## config.mk

```make
export PLATFORM = sky130hd
export DESIGN_NAME = tmr_regfile
export DESIGN_NICKNAME = d
export VERILOG_FILES = /design/src/rtl/tmr_pkg.sv /design/src/rtl/tmr_bus_adapt.sv /design/src/rtl/tmr_irq_ctrl.sv /design/src/rtl/tmr_regfile.sv
export SDC_FILE = /design/constraint.sdc
export NUM_CORES = 1
export LEC_CHECK = 0
export BUFFER_PORTS_ARGS = -buffer_cell sky130_fd_sc_hd__buf_2
export CORE_MARGIN = 5
export CORE_UTILIZATION = 52
export CTS_CLUSTER_SIZE = 24
export DETAILED_ROUTE_END_ITERATION = 12
export PLACE_DENSITY = 0.91
export SLEW_MARGIN = 20
export SYNTH_ARGS = -nofsm -noshare
export SYNTH_HDL_FRONTEND = slang
export SYNTH_SLANG_ARGS = --single-unit
```

## constraint.sdc

```tcl
create_clock -name clk -period 6.95 [get_ports clk]
set_input_delay 2.085 -clock clk [delete_from_list [all_inputs] [get_ports clk]]
set_output_delay 2.085 -clock clk [all_outputs]
set_load 0.02 [all_outputs]
```

## src/rtl/tmr_pkg.sv

```systemverilog
package tmr_pkg;
  localparam logic [1:0] SZ_BYTE = 2'd0;
  localparam logic [1:0] SZ_HALF = 2'd1;
  localparam logic [1:0] SZ_WORD = 2'd2;

  localparam logic [7:0] OFF_ID    = 8'h00;
  localparam logic [7:0] OFF_CFG   = 8'h10;
  localparam logic [7:0] OFF_SYS   = 8'h14;
  localparam logic [7:0] OFF_ISR   = 8'h18;
  localparam logic [7:0] OFF_IER   = 8'h1C;
  localparam logic [7:0] OFF_IWER  = 8'h20;
  localparam logic [7:0] OFF_CTL   = 8'h24;
  localparam logic [7:0] OFF_CNT   = 8'h28;
  localparam logic [7:0] OFF_LOAD  = 8'h2C;
  localparam logic [7:0] OFF_TRIG  = 8'h30;
  localparam logic [7:0] OFF_WPEND = 8'h34;
  localparam logic [7:0] OFF_MATCH = 8'h38;
  localparam logic [7:0] OFF_CAP1  = 8'h3C;
  localparam logic [7:0] OFF_IFC   = 8'h40;
  localparam logic [7:0] OFF_CAP2  = 8'h44;

  localparam logic [31:0] ID_VALUE = 32'h21;
  localparam logic [9:0]  CFG_MASK = 10'h33D;

  typedef struct packed {
    logic       pin_in;
    logic       capt2;
    logic       toggle;
    logic [1:0] trig;
    logic [1:0] capt;
    logic       def_lvl;
    logic       cmp_en;
    logic       pre_en;
    logic [2:0] ptv;
    logic       autoreload;
    logic       start;
  } ctl_t;

  function automatic logic [31:0] merge_half(input logic [15:0] hi, input logic [15:0] lo);
    return {hi, lo};
  endfunction

  function automatic logic [2:0] w1c_next(input logic [2:0] cur, input logic [2:0] clr,
                                          input logic [2:0] set);
    return (cur & ~clr) | set;
  endfunction
endpackage

```

## src/rtl/tmr_bus_adapt.sv

```systemverilog
module tmr_bus_adapt
  import tmr_pkg::*;
#(
  parameter int ADDR_W = 8
) (
  input  logic              clk,
  input  logic              rst_n,
  input  logic [ADDR_W-1:0] bus_addr,
  input  logic              bus_wr,
  input  logic              bus_rd,
  input  logic [1:0]        bus_size,
  input  logic [31:0]       bus_wdata,
  input  logic [31:0]       word_rdata,
  output logic [31:0]       bus_rdata,
  output logic              cmt_we,
  output logic [ADDR_W-1:0] cmt_addr,
  output logic [31:0]       cmt_wdata
);
  logic [15:0] lo_buf_q;
  logic [15:0] hi_lat_q;
  logic        is_word, is_half, upper;

  assign is_word = (bus_size == SZ_WORD);
  assign is_half = (bus_size == SZ_HALF);
  assign upper   = bus_addr[1];

  always_comb begin
    cmt_we    = bus_wr && (is_word || (is_half && upper));
    cmt_addr  = {bus_addr[ADDR_W-1:2], 2'b00};
    cmt_wdata = is_word ? bus_wdata : merge_half(bus_wdata[15:0], lo_buf_q);
    if (is_word)             bus_rdata = word_rdata;
    else if (is_half && !upper) bus_rdata = {16'h0, word_rdata[15:0]};
    else if (is_half)        bus_rdata = {16'h0, hi_lat_q};
    else                     bus_rdata = 32'h0;
  end

  always_ff @(posedge clk) begin
    if (!rst_n) begin
      lo_buf_q <= '0;
      hi_lat_q <= '0;
    end else begin
      if (bus_wr && is_half && !upper) lo_buf_q <= bus_wdata[15:0];
      if (bus_rd && is_half && !upper) hi_lat_q <= word_rdata[31:16];
    end
  end

  assert_lower_half_holds_R7: assert property (@(posedge clk) disable iff (!rst_n)
    (bus_wr && is_half && !upper) |-> !cmt_we);
  assert_byte_rejected_R13: assert property (@(posedge clk) disable iff (!rst_n)
    (bus_size == SZ_BYTE) |-> (!cmt_we && bus_rdata == 32'h0));
endmodule

```

## src/rtl/tmr_irq_ctrl.sv

```systemverilog
module tmr_irq_ctrl
  import tmr_pkg::*;
#(
  parameter int N_EVT = 3
) (
  input  logic             clk,
  input  logic             rst_n,
  input  logic             srst,
  input  logic [N_EVT-1:0] evt,
  input  logic [N_EVT-1:0] int_en,
  input  logic [N_EVT-1:0] wake_en,
  input  logic             clr_we,
  input  logic [N_EVT-1:0] clr_mask,
  output logic [N_EVT-1:0] status,
  output logic             irq,
  output logic             wake
);
  logic [N_EVT-1:0] st_q;
  logic [N_EVT-1:0] set_vec, clr_vec;
  logic             wake_q;

  assign set_vec = evt & int_en;
  assign clr_vec = clr_we ? clr_mask : '0;

  always_ff @(posedge clk) begin
    if (!rst_n || srst) begin
      st_q   <= '0;
      wake_q <= 1'b0;
    end else begin
      st_q   <= w1c_next(st_q, clr_vec, set_vec);
      wake_q <= |(evt & wake_en);
    end
  end

  assign status = st_q;
  assign irq    = |st_q;
  assign wake   = wake_q;

  assert_set_needs_enable_R3: assert property (@(posedge clk) disable iff (!rst_n)
    (|(st_q & ~$past(st_q))) |-> (|$past(evt & int_en)));
  assert_clear_takes_R4: assert property (@(posedge clk) disable iff (!rst_n)
    ($past(clr_we) && $past(evt) == '0) |-> ((st_q & $past(clr_mask)) == '0));
  assert_wake_cause_R5: assert property (@(posedge clk) disable iff (!rst_n)
    wake |-> (|$past(evt & wake_en)));
endmodule

```

## src/rtl/tmr_regfile.sv

```systemverilog
module tmr_regfile
  import tmr_pkg::*;
#(
  parameter int ADDR_W = 8,
  parameter int N_EVT  = 3
) (
  input  logic              clk,
  input  logic              rst_n,
  input  logic [ADDR_W-1:0] bus_addr,
  input  logic              bus_wr,
  input  logic              bus_rd,
  input  logic [1:0]        bus_size,
  input  logic [31:0]       bus_wdata,
  output logic [31:0]       bus_rdata,
  input  logic              evt_match,
  input  logic              evt_ovf,
  input  logic              evt_capt,
  input  logic [31:0]       cnt_val,
  input  logic [31:0]       capt1_val,
  input  logic [31:0]       capt2_val,
  output logic              irq,
  output logic              wake,
  output logic              ctl_start,
  output logic              ctl_autoreload,
  output logic [2:0]        ctl_prescale,
  output logic              ctl_pre_en,
  output logic              ctl_cmp_en,
  output logic              ctl_def_level,
  output logic [1:0]        ctl_capt_mode,
  output logic [1:0]        ctl_trig_mode,
  output logic              ctl_toggle,
  output logic              ctl_capt2,
  output logic              ctl_pin_in,
  output logic [31:0]       load_value,
  output logic [31:0]       match_value,
  output logic              reload_req,
  output logic              cnt_wr,
  output logic [31:0]       cnt_wdata,
  output logic              capt_rearm,
  output logic              srst_pulse
);
  localparam int CTL_W = $bits(ctl_t);
  localparam logic [ADDR_W-1:0] A_ID    = ADDR_W'(OFF_ID);
  localparam logic [ADDR_W-1:0] A_CFG   = ADDR_W'(OFF_CFG);
  localparam logic [ADDR_W-1:0] A_SYS   = ADDR_W'(OFF_SYS);
  localparam logic [ADDR_W-1:0] A_ISR   = ADDR_W'(OFF_ISR);
  localparam logic [ADDR_W-1:0] A_IER   = ADDR_W'(OFF_IER);
  localparam logic [ADDR_W-1:0] A_IWER  = ADDR_W'(OFF_IWER);
  localparam logic [ADDR_W-1:0] A_CTL   = ADDR_W'(OFF_CTL);
  localparam logic [ADDR_W-1:0] A_CNT   = ADDR_W'(OFF_CNT);
  localparam logic [ADDR_W-1:0] A_LOAD  = ADDR_W'(OFF_LOAD);
  localparam logic [ADDR_W-1:0] A_TRIG  = ADDR_W'(OFF_TRIG);
  localparam logic [ADDR_W-1:0] A_WPEND = ADDR_W'(OFF_WPEND);
  localparam logic [ADDR_W-1:0] A_MATCH = ADDR_W'(OFF_MATCH);
  localparam logic [ADDR_W-1:0] A_CAP1  = ADDR_W'(OFF_CAP1);
  localparam logic [ADDR_W-1:0] A_IFC   = ADDR_W'(OFF_IFC);
  localparam logic [ADDR_W-1:0] A_CAP2  = ADDR_W'(OFF_CAP2);

  logic              cmt_we;
  logic [ADDR_W-1:0] cmt_addr;
  logic [31:0]       cmt_wdata;
  logic [31:0]       word_rdata;
  logic [ADDR_W-1:0] rd_addr;

  logic [9:0]        cfg_q;
  logic [N_EVT-1:0]  ie_q, we_q, status;
  ctl_t              ctl_q;
  logic [31:0]       load_q, match_q;
  logic              posted_q;
  logic              srst, isr_we;

  tmr_bus_adapt #(.ADDR_W(ADDR_W)) u_adapt (
    .clk(clk), .rst_n(rst_n), .bus_addr(bus_addr), .bus_wr(bus_wr), .bus_rd(bus_rd),
    .bus_size(bus_size), .bus_wdata(bus_wdata), .word_rdata(word_rdata),
    .bus_rdata(bus_rdata), .cmt_we(cmt_we), .cmt_addr(cmt_addr), .cmt_wdata(cmt_wdata)
  );

  assign isr_we = cmt_we && (cmt_addr == A_ISR);
  assign srst   = cmt_we && cmt_wdata[1] && (cmt_addr == A_CFG || cmt_addr == A_IFC);

  tmr_irq_ctrl #(.N_EVT(N_EVT)) u_irq (
    .clk(clk), .rst_n(rst_n), .srst(srst), .evt({evt_capt, evt_ovf, evt_match}),
    .int_en(ie_q), .wake_en(we_q), .clr_we(isr_we), .clr_mask(cmt_wdata[N_EVT-1:0]),
    .status(status), .irq(irq), .wake(wake)
  );

  always_ff @(posedge clk) begin
    if (!rst_n || srst) begin
      cfg_q    <= '0;
      ie_q     <= '0;
      we_q     <= '0;
      ctl_q    <= '0;
      load_q   <= '0;
      match_q  <= '0;
      posted_q <= 1'b1;
    end else if (cmt_we) begin
      case (cmt_addr)
        A_CFG:   cfg_q    <= cmt_wdata[9:0] & CFG_MASK;
        A_IER:   ie_q     <= cmt_wdata[N_EVT-1:0];
        A_IWER:  we_q     <= cmt_wdata[N_EVT-1:0];
        A_CTL:   ctl_q    <= ctl_t'(cmt_wdata[CTL_W-1:0]);
        A_LOAD:  load_q   <= cmt_wdata;
        A_MATCH: match_q  <= cmt_wdata;
        A_IFC:   posted_q <= cmt_wdata[2];
        default: ;
      endcase
    end
  end

  assign rd_addr = {bus_addr[ADDR_W-1:2], 2'b00};
  always_comb begin
    case (rd_addr)
      A_ID:    word_rdata = ID_VALUE;
      A_CFG:   word_rdata = {22'h0, cfg_q};
      A_SYS:   word_rdata = 32'h1;
      A_ISR:   word_rdata = {{(32-N_EVT){1'b0}}, status};
      A_IER:   word_rdata = {{(32-N_EVT){1'b0}}, ie_q};
      A_IWER:  word_rdata = {{(32-N_EVT){1'b0}}, we_q};
      A_CTL:   word_rdata = {{(32-CTL_W){1'b0}}, ctl_q};
      A_CNT:   word_rdata = cnt_val;
      A_LOAD:  word_rdata = load_q;
      A_TRIG:  word_rdata = 32'hFFFF_FFFF;
      A_WPEND: word_rdata = 32'h0;
      A_MATCH: word_rdata = match_q;
      A_CAP1:  word_rdata = capt1_val;
      A_IFC:   word_rdata = {29'h0, posted_q, 2'b00};
      A_CAP2:  word_rdata = capt2_val;
      default: word_rdata = 32'h0;
    endcase
  end

  assign ctl_start      = ctl_q.start;
  assign ctl_autoreload = ctl_q.autoreload;
  assign ctl_prescale   = ctl_q.ptv;
  assign ctl_pre_en     = ctl_q.pre_en;
  assign ctl_cmp_en     = ctl_q.cmp_en;
  assign ctl_def_level  = ctl_q.def_lvl;
  assign ctl_capt_mode  = ctl_q.capt;
  assign ctl_trig_mode  = ctl_q.trig;
  assign ctl_toggle     = ctl_q.toggle;
  assign ctl_capt2      = ctl_q.capt2;
  assign ctl_pin_in     = ctl_q.pin_in;
  assign load_value     = load_q;
  assign match_value    = match_q;

  assign reload_req = cmt_we && (cmt_addr == A_TRIG);
  assign cnt_wr     = cmt_we && (cmt_addr == A_CNT);
  assign cnt_wdata  = cmt_wdata;
  assign capt_rearm = (isr_we && cmt_wdata[2]) ||
                      (cmt_we && cmt_addr == A_CTL && ctl_q.capt == 2'b00 && cmt_wdata[9:8] != 2'b00);
  assign srst_pulse = srst;

  assert_srst_restores_R10: assert property (@(posedge clk) disable iff (!rst_n)
    srst_pulse |=> (load_value == 32'h0 && ctl_q == '0 && posted_q && !irq));
  assert_posted_set_R12: assert property (@(posedge clk) disable iff (!rst_n)
    (cmt_we && cmt_addr == A_IFC && !cmt_wdata[1]) |=> (posted_q == $past(cmt_wdata[2])));
  assert_cfg_mask_R9: assert property (@(posedge clk) disable iff (!rst_n)
    (cfg_q & ~CFG_MASK) == 10'h0);
endmodule

```

==> out/results.txt, run 1 <==
Pins Over Slew Limit = 0
Critical hold path startpoint = u_adapt.lo_buf_q[12]
Final WL = 27500 um
Max layer used = met5
HP Class = reg -> reg
Die Span X = 124 um
Yosys cell types = 53
M1 wire length = 10600 um
Critical path class = in -> out
GRT Residual Overflow = 0
Wirelength per Cell = 21.8 um
RePlAce Congestion = 0.961
H-tree levels = 4
Total CTS buffers = 17
Filler instances = 987
Startpoint class of the critical path = primary input
Synth Area in Adders = 0%
Iteration-0 DRC count of the detailed router = 1031
Die height = 124 um
Power, Total = 1.93 mW
Antenna violations before repair = 2
Cts repair resizes = 0
Share of layout cells above drive strength 1 = 36.3%
Max VDD drop = 0.159 mV
Status = completed
Gr usage total = 33.5%
Vias = 7746
Met2 wire length = 12500 um
Seq pwr share = 38.8%
Antenna Cells = 0
FF-to-FF path depth = 5
Finished Core Util = 70.8%
Ranking of synthesized cells by area = dfxtp_1 38%, a211oi_1 7.2%, nor2_1 6.4%
Synth Register Bits = 129
Fmax = 152 MHz
Final Critical Period = 6.58 ns
Mapped Area = 6820 um^2
Most used flip-flop cell after synthesis = dfxtp_1
Crit path launch = bus_addr[3]
Simple-gate share of the synthesized area = 18.4%
Port buffer count = 292
Internal = 1.48 mW
Worst-margin pin slew = 0.958 ns
Worst EP required = 4.87 ns
ANT nets after route = 0
Via density per instance = 6.13
Starting Density = 53.6%
Final net count = 1224
TritonCTS clock tree = done
Synth Area in XOR/XNOR = 0.257%
Hold Vio Cnt, Final = 0
Core Area = 12700 um^2
EDFF count, synth = 0
Largest family of logic cells by synthesized area = compound AO/OA/AOI/OAI gates
Max Cap Viol = 0
Hold depth = 2
DPL Wire Length = 20900 um
Reg clk slew, reported paths = 0.06 ns
Mapped Nets = 958
# placed instances = 1232
Area share of the largest cell type after synthesis = 37.9%
Die area = 15500 um^2
DRC violations left = 0
Reg-to-Reg Start = u_adapt.lo_buf_q[1]
Rows = 41
Post-synthesis sequential area ratio = 37.9%
IO Count = 294
Power Dens Cells = 215 nW/um^2
Critical Path End Type = output pin
Hold Buf Count CTS = 0
Crit path DAT = 4.50 ns
Net Sw Power = 0.459 mW
Synth async-reset ratio = 0%
Mean Syn Cell Area = 8.38 um^2
Unrepaired setup endpoints after global routing = false
Mux cell area share after synthesis = 6.17%
Worst-Skew Late Latency = 0.42 ns
Switching Share = 23.7%
Largest net degree at the start of global routing = 75
CP max FO = 21
Fin Clk Skew = 0.00412 ns
Gate power share = 10.7%
Final Cycle Share = 94.7%
Root buf cell = clkbuf_16
P_leak = 3.85 nW
Final setup viols = 0
Area Overhead vs Synth = 32.3%
Post-synth top area cell = dfxtp_1
Compound-Gate Fraction of Synth Area = 29.7%
Clock network fraction of design power = 50.5%
Global-route wire length before repair = 40800 um
Setup bufs post-CTS = 0
Worst-case clock buffer depth = 2
CTS Sinks = 129
Fin cells = 1264
Setup TNS = 0 ns
DR pass1 iterations = 8
Metal3 WL = 3150 um
Max_slew headroom = 36.1%
Vias in the first global route = 7130
Yosys warning count = 0
Gate Count Post-Synth = 813
-- cell families after synthesis --
group	after synthesis
buffers and inverters	106
XOR/XNOR	2
multiplexers	40
flip-flops	129
AND/OR/NAND/NOR	265
AO/OA/AOI/OAI	271
-- power by group through the flow --
| stage | combinational, mW | clock, mW | sequential [mW] |
|---|---|---|---|
| after floorplan | 0.107 | 0 | 0.767 |
| after global placement | 0.199 | 0 | 0.767 |
| after detailed placement | 0.201 | 0 | 0.767 |
| after CTS | 0.202 | 0.981 | 0.751 |
| after global routing | 0.218 | 1.02 | 0.751 |
| final | 0.207 | 0.977 | 0.751 |
-- per-stage QoR --
stage                     hold slack, ns  worst slack, ns  instance area, um^2
after floorplan                    0.434            0.962                 6820
after global placement             0.442            0.511                 8360
after detailed placement           0.449            0.469                 8360
after CTS                          0.457            0.475                 9000
after global routing               0.480            0.291                 9010
final                              0.455            0.369                 9010
-- path summary, 6_finish.rpt --
| kind | to | slack (ns) |
|---|---|---|
| setup / recovery | bus_rdata[15] | 0.37 |
| hold reg to reg | u_adapt.lo_buf_q[12] | 0.46 |
| hold / removal | u_adapt.lo_buf_q[12] | 0.46 |
| setup reg to reg | ctl_autoreload | 4.52 |
-- critical path: stages --
cell     delay (ns)
buf_2          0.40
nor2b_1        0.50
and2_1         0.50
buf_12         0.23
a22oi_1        0.08
and3_1         0.20
o21ai_0        0.25
buf_2          0.23
-- placed cells by master, fill, tap and decap left out, drive strengths merged, types with 4 or more instances in the layout --
cell / n
and2: 9
a221oi: 7
a21boi: 17
o21ai: 41
clkinv: 4
a22o: 7
nor2: 118
dfxtp: 129
a22oi: 47
nor3: 6
nand2: 70
a211oi: 93
mux2i: 34
a21oi: 37
buf: 319
clkbuf: 22
a2111oi: 4
inv: 34
bufinv: 5
a222oi: 7
nand2b: 5
mux2: 6
nor2b: 4
and3: 37
-- per-layer routing --
layer	vias up	GRT usage, %
met5	-	0
met4	4	16.0
met3	102	8.28
met2	558	52.5
met1	3583	43.1
li1	3499	-
-- state kept, by name (all words and copies together) (netlist names), 7 cells and up --
register / count
cfg_q: 7
u_adapt.lo_buf_q: 16
match_value: 32
load_value: 32
u_adapt.hi_lat_q: 16
-- cells in the mapped netlist, drive strengths merged (2+ instances only) --
library cell	number
a2111oi	4
a211oi	93
a21boi	17
a21oi	37
a221oi	7
a222oi	7
a22o	7
a22oi	47
a31oi	2
a32o	3
a32oi	3
and2	9
and3	37
buf	47
clkbuf	25
dfxtp	129
inv	34
mux2	6
mux2i	34
nand2	70
nand2b	5
nand3	3
nor2	118
nor2b	4
nor3	6
nor4	2
nor4b	3
o21ai	41
o22ai	2
xor2	2
-- final cells by class --
| cell class | count | area (um^2) | share of cell area, % |
|---|---|---|---|
| Timing Repair Buffer | 319 | 1690 | 18.7 |
| Sequential cell | 129 | 2580 | 28.7 |
| Clock inverter | 10 | 181 | 2.01 |
| Multi-Input combinational cell | 578 | 3750 | 41.6 |
| Tap cell | 172 | 215 | 2.39 |
| Inverter | 34 | 128 | 1.42 |
| Clock buffer | 22 | 464 | 5.15 |
Note: power is estimated with default switching activity, not from simulation.
==> run 2: changes to the inputs <==
- CORE_UTILIZATION: 52 -> 48
- PLACE_DENSITY: 0.91 -> 0.86
- clock period: 6.95 -> 6.4 ns (I/O delays scaled with it)
==> run 2 against run 1 <==
Compared with the run above:
- sequential power increased by 8.7%
- wire length increased by 2.6%
- non-clock buffer count increased by 11
- clock-buffer cell count decreased by 2
- sequential cell count unchanged
- combinational power increased by 12%
- first-iteration DRC count increased by 1.3%
- clock skew increased by 0.0040 ns
- core utilization decreased by 5.3 points
- worst hold slack improved by 0.0072 ns
- critical path type unchanged
==> out/results.txt, run 2 (same netlist as run 1, synthesis figures left out) <==
Clock network fraction of design power = 50.1%
Switching Share = 24.1%
Rows = 43
Worst EP required = 4.48 ns
Core Area = 13900 um^2
Max Cap Viol = 0
Hold slack = 0.463 ns
Iteration-0 DRC count of the detailed router = 1044
Hold Buf Count CTS = 0
Worst-case clock buffer depth = 2
Unrepaired setup endpoints after global routing = false
Setup TNS = 0 ns
Via density per instance = 5.95
Commonest non-fill, non-tap cell in the layout = buf_2
GRT Residual Overflow = 0
Fmax = 165 MHz
HP Class = reg -> reg
Net Sw Power = 0.507 mW
Vias = 7624
Root buf cell = clkbuf_16
TritonCTS clock tree = done
Finished Core Util = 65.6%
Starting Density = 49.1%
P_leak = 3.90 nW
Final Cycle Share = 94.5%
FF-to-FF path depth = 5
Die Span X = 129 um
Max VDD drop = 0.166 mV
IO Count = 294
Port buffer count = 292
DR pass1 iterations = 8
Global-route wire length before repair = 40900 um
Reg-to-Reg Start = u_adapt.lo_buf_q[1]
Seq pwr share = 38.9%
Final setup viols = 0
Pins Over Slew Limit = 0
Hold Vio Cnt, Final = 0
RePlAce Congestion = 0.963
Most frequent cells in the layout = 292 x buf_2, 129 x dfxtp_1, 115 x nor2_1, 70 x nand2_1, 65 x a211oi_1
Final Critical Period = 6.05 ns
Area Overhead vs Synth = 33.6%
R2R setup slack = 3.97 ns
Critical path class = in -> out
Antenna Cells = 0
Setup bufs post-CTS = 0
Antenna violations before repair = 0
Gr usage total = 32.6%
Final WL = 28200 um
Reg clk slew, reported paths = 0.06 ns
Placed inst area = 8460 um^2
CTS Sinks = 129
Max_slew headroom = 34.9%
Internal = 1.59 mW
Worst-margin pin slew = 0.977 ns
Cts repair resizes = 0
Die area = 16700 um^2
Share of layout cells above drive strength 1 = 36.9%
Fin Clk Skew = 0.00807 ns
Critical R2R Capture = match_value[28]
DRC violations left = 0
Total CTS buffers = 17
Largest net degree at the start of global routing = 77
Worst-Skew Late Latency = 0.42 ns
Final net count = 1235
Critical Path End Type = output pin
CP max FO = 20
DPL Wire Length = 21300 um
Gate power share = 11.0%
Vias in the first global route = 6897
Die height = 129 um
Worst Setup EP = bus_rdata[15]
Startpoint class of the critical path = primary input
Cell area after layout = 9100 um^2
Crit path launch = bus_addr[3]
ANT nets after route = 0
Wirelength per Cell = 22.0 um
Power Dens Cells = 231 nW/um^2
Status = completed
H-tree levels = 4
Crit path DAT = 4.13 ns
[run 2: metal layers]
layer	wire length (um)	track usage, %	up-vias
li1	-	-	3525
met1	10800	43.6	3514
met2	13100	51.3	530
met3	3410	7.34	55
met4	874	13.2	0
met5	0	0	-
[run 2: how the worst min path moves through the flow]
stage | startpoint | to | slack, ns | depth (start not counted)
2_1_floorplan | u_adapt.lo_buf_q[11] | u_adapt.lo_buf_q[11] | 0.43 | 2
3_3_place_gp | u_adapt.lo_buf_q[12] | u_adapt.lo_buf_q[12] | 0.44 | 2
3_5_place_dp | u_adapt.lo_buf_q[12] | u_adapt.lo_buf_q[12] | 0.45 | 2
4_1_cts | u_adapt.lo_buf_q[12] | u_adapt.lo_buf_q[12] | 0.46 | 2
5_1_grt | u_adapt.lo_buf_q[6] | u_adapt.lo_buf_q[6] | 0.49 | 2
6_report | u_adapt.lo_buf_q[2] | u_adapt.lo_buf_q[2] | 0.46 | 2
[run 2: final cells by class]
class / instances / area [um^2]
Timing Repair Buffer: 330 / 1780
Multi-Input combinational cell: 578 / 3750
Clock buffer: 20 / 447
Fill cell: 1174 / 4780
Sequential cell: 129 / 2580
Tap cell: 180 / 225
Clock inverter: 10 / 184
Inverter: 34 / 128
[run 2: critical path, stage by stage]
cell     delay (ns)
buf_2          0.39
nor2b_1        0.26
and2_1         0.53
buf_12         0.25
a22oi_1        0.08
and3_1         0.20
o21ai_0        0.27
buf_2          0.23
[run 2: metrics by stage]
step / instances / total power, mW / setup slack (ns)
after floorplan: 813 / 0.949 / 0.742
after global placement: 1251 / 1.06 / 0.496
after detailed placement: 1251 / 1.06 / 0.437
after CTS: 1281 / 2.10 / 0.432
after global routing: 1281 / 2.15 / 0.235
final: 1281 / 2.10 / 0.349
[run 2: power by group through the flow]
stage | sequential [mW] | combinational, mW | clock [mW]
3_3_place_gp | 0.833 | 0.223 | 0
3_5_place_dp | 0.833 | 0.226 | 0
6_report | 0.816 | 0.232 | 1.05
4_1_cts | 0.816 | 0.227 | 1.06
2_1_floorplan | 0.833 | 0.116 | 0
5_1_grt | 0.816 | 0.245 | 1.09
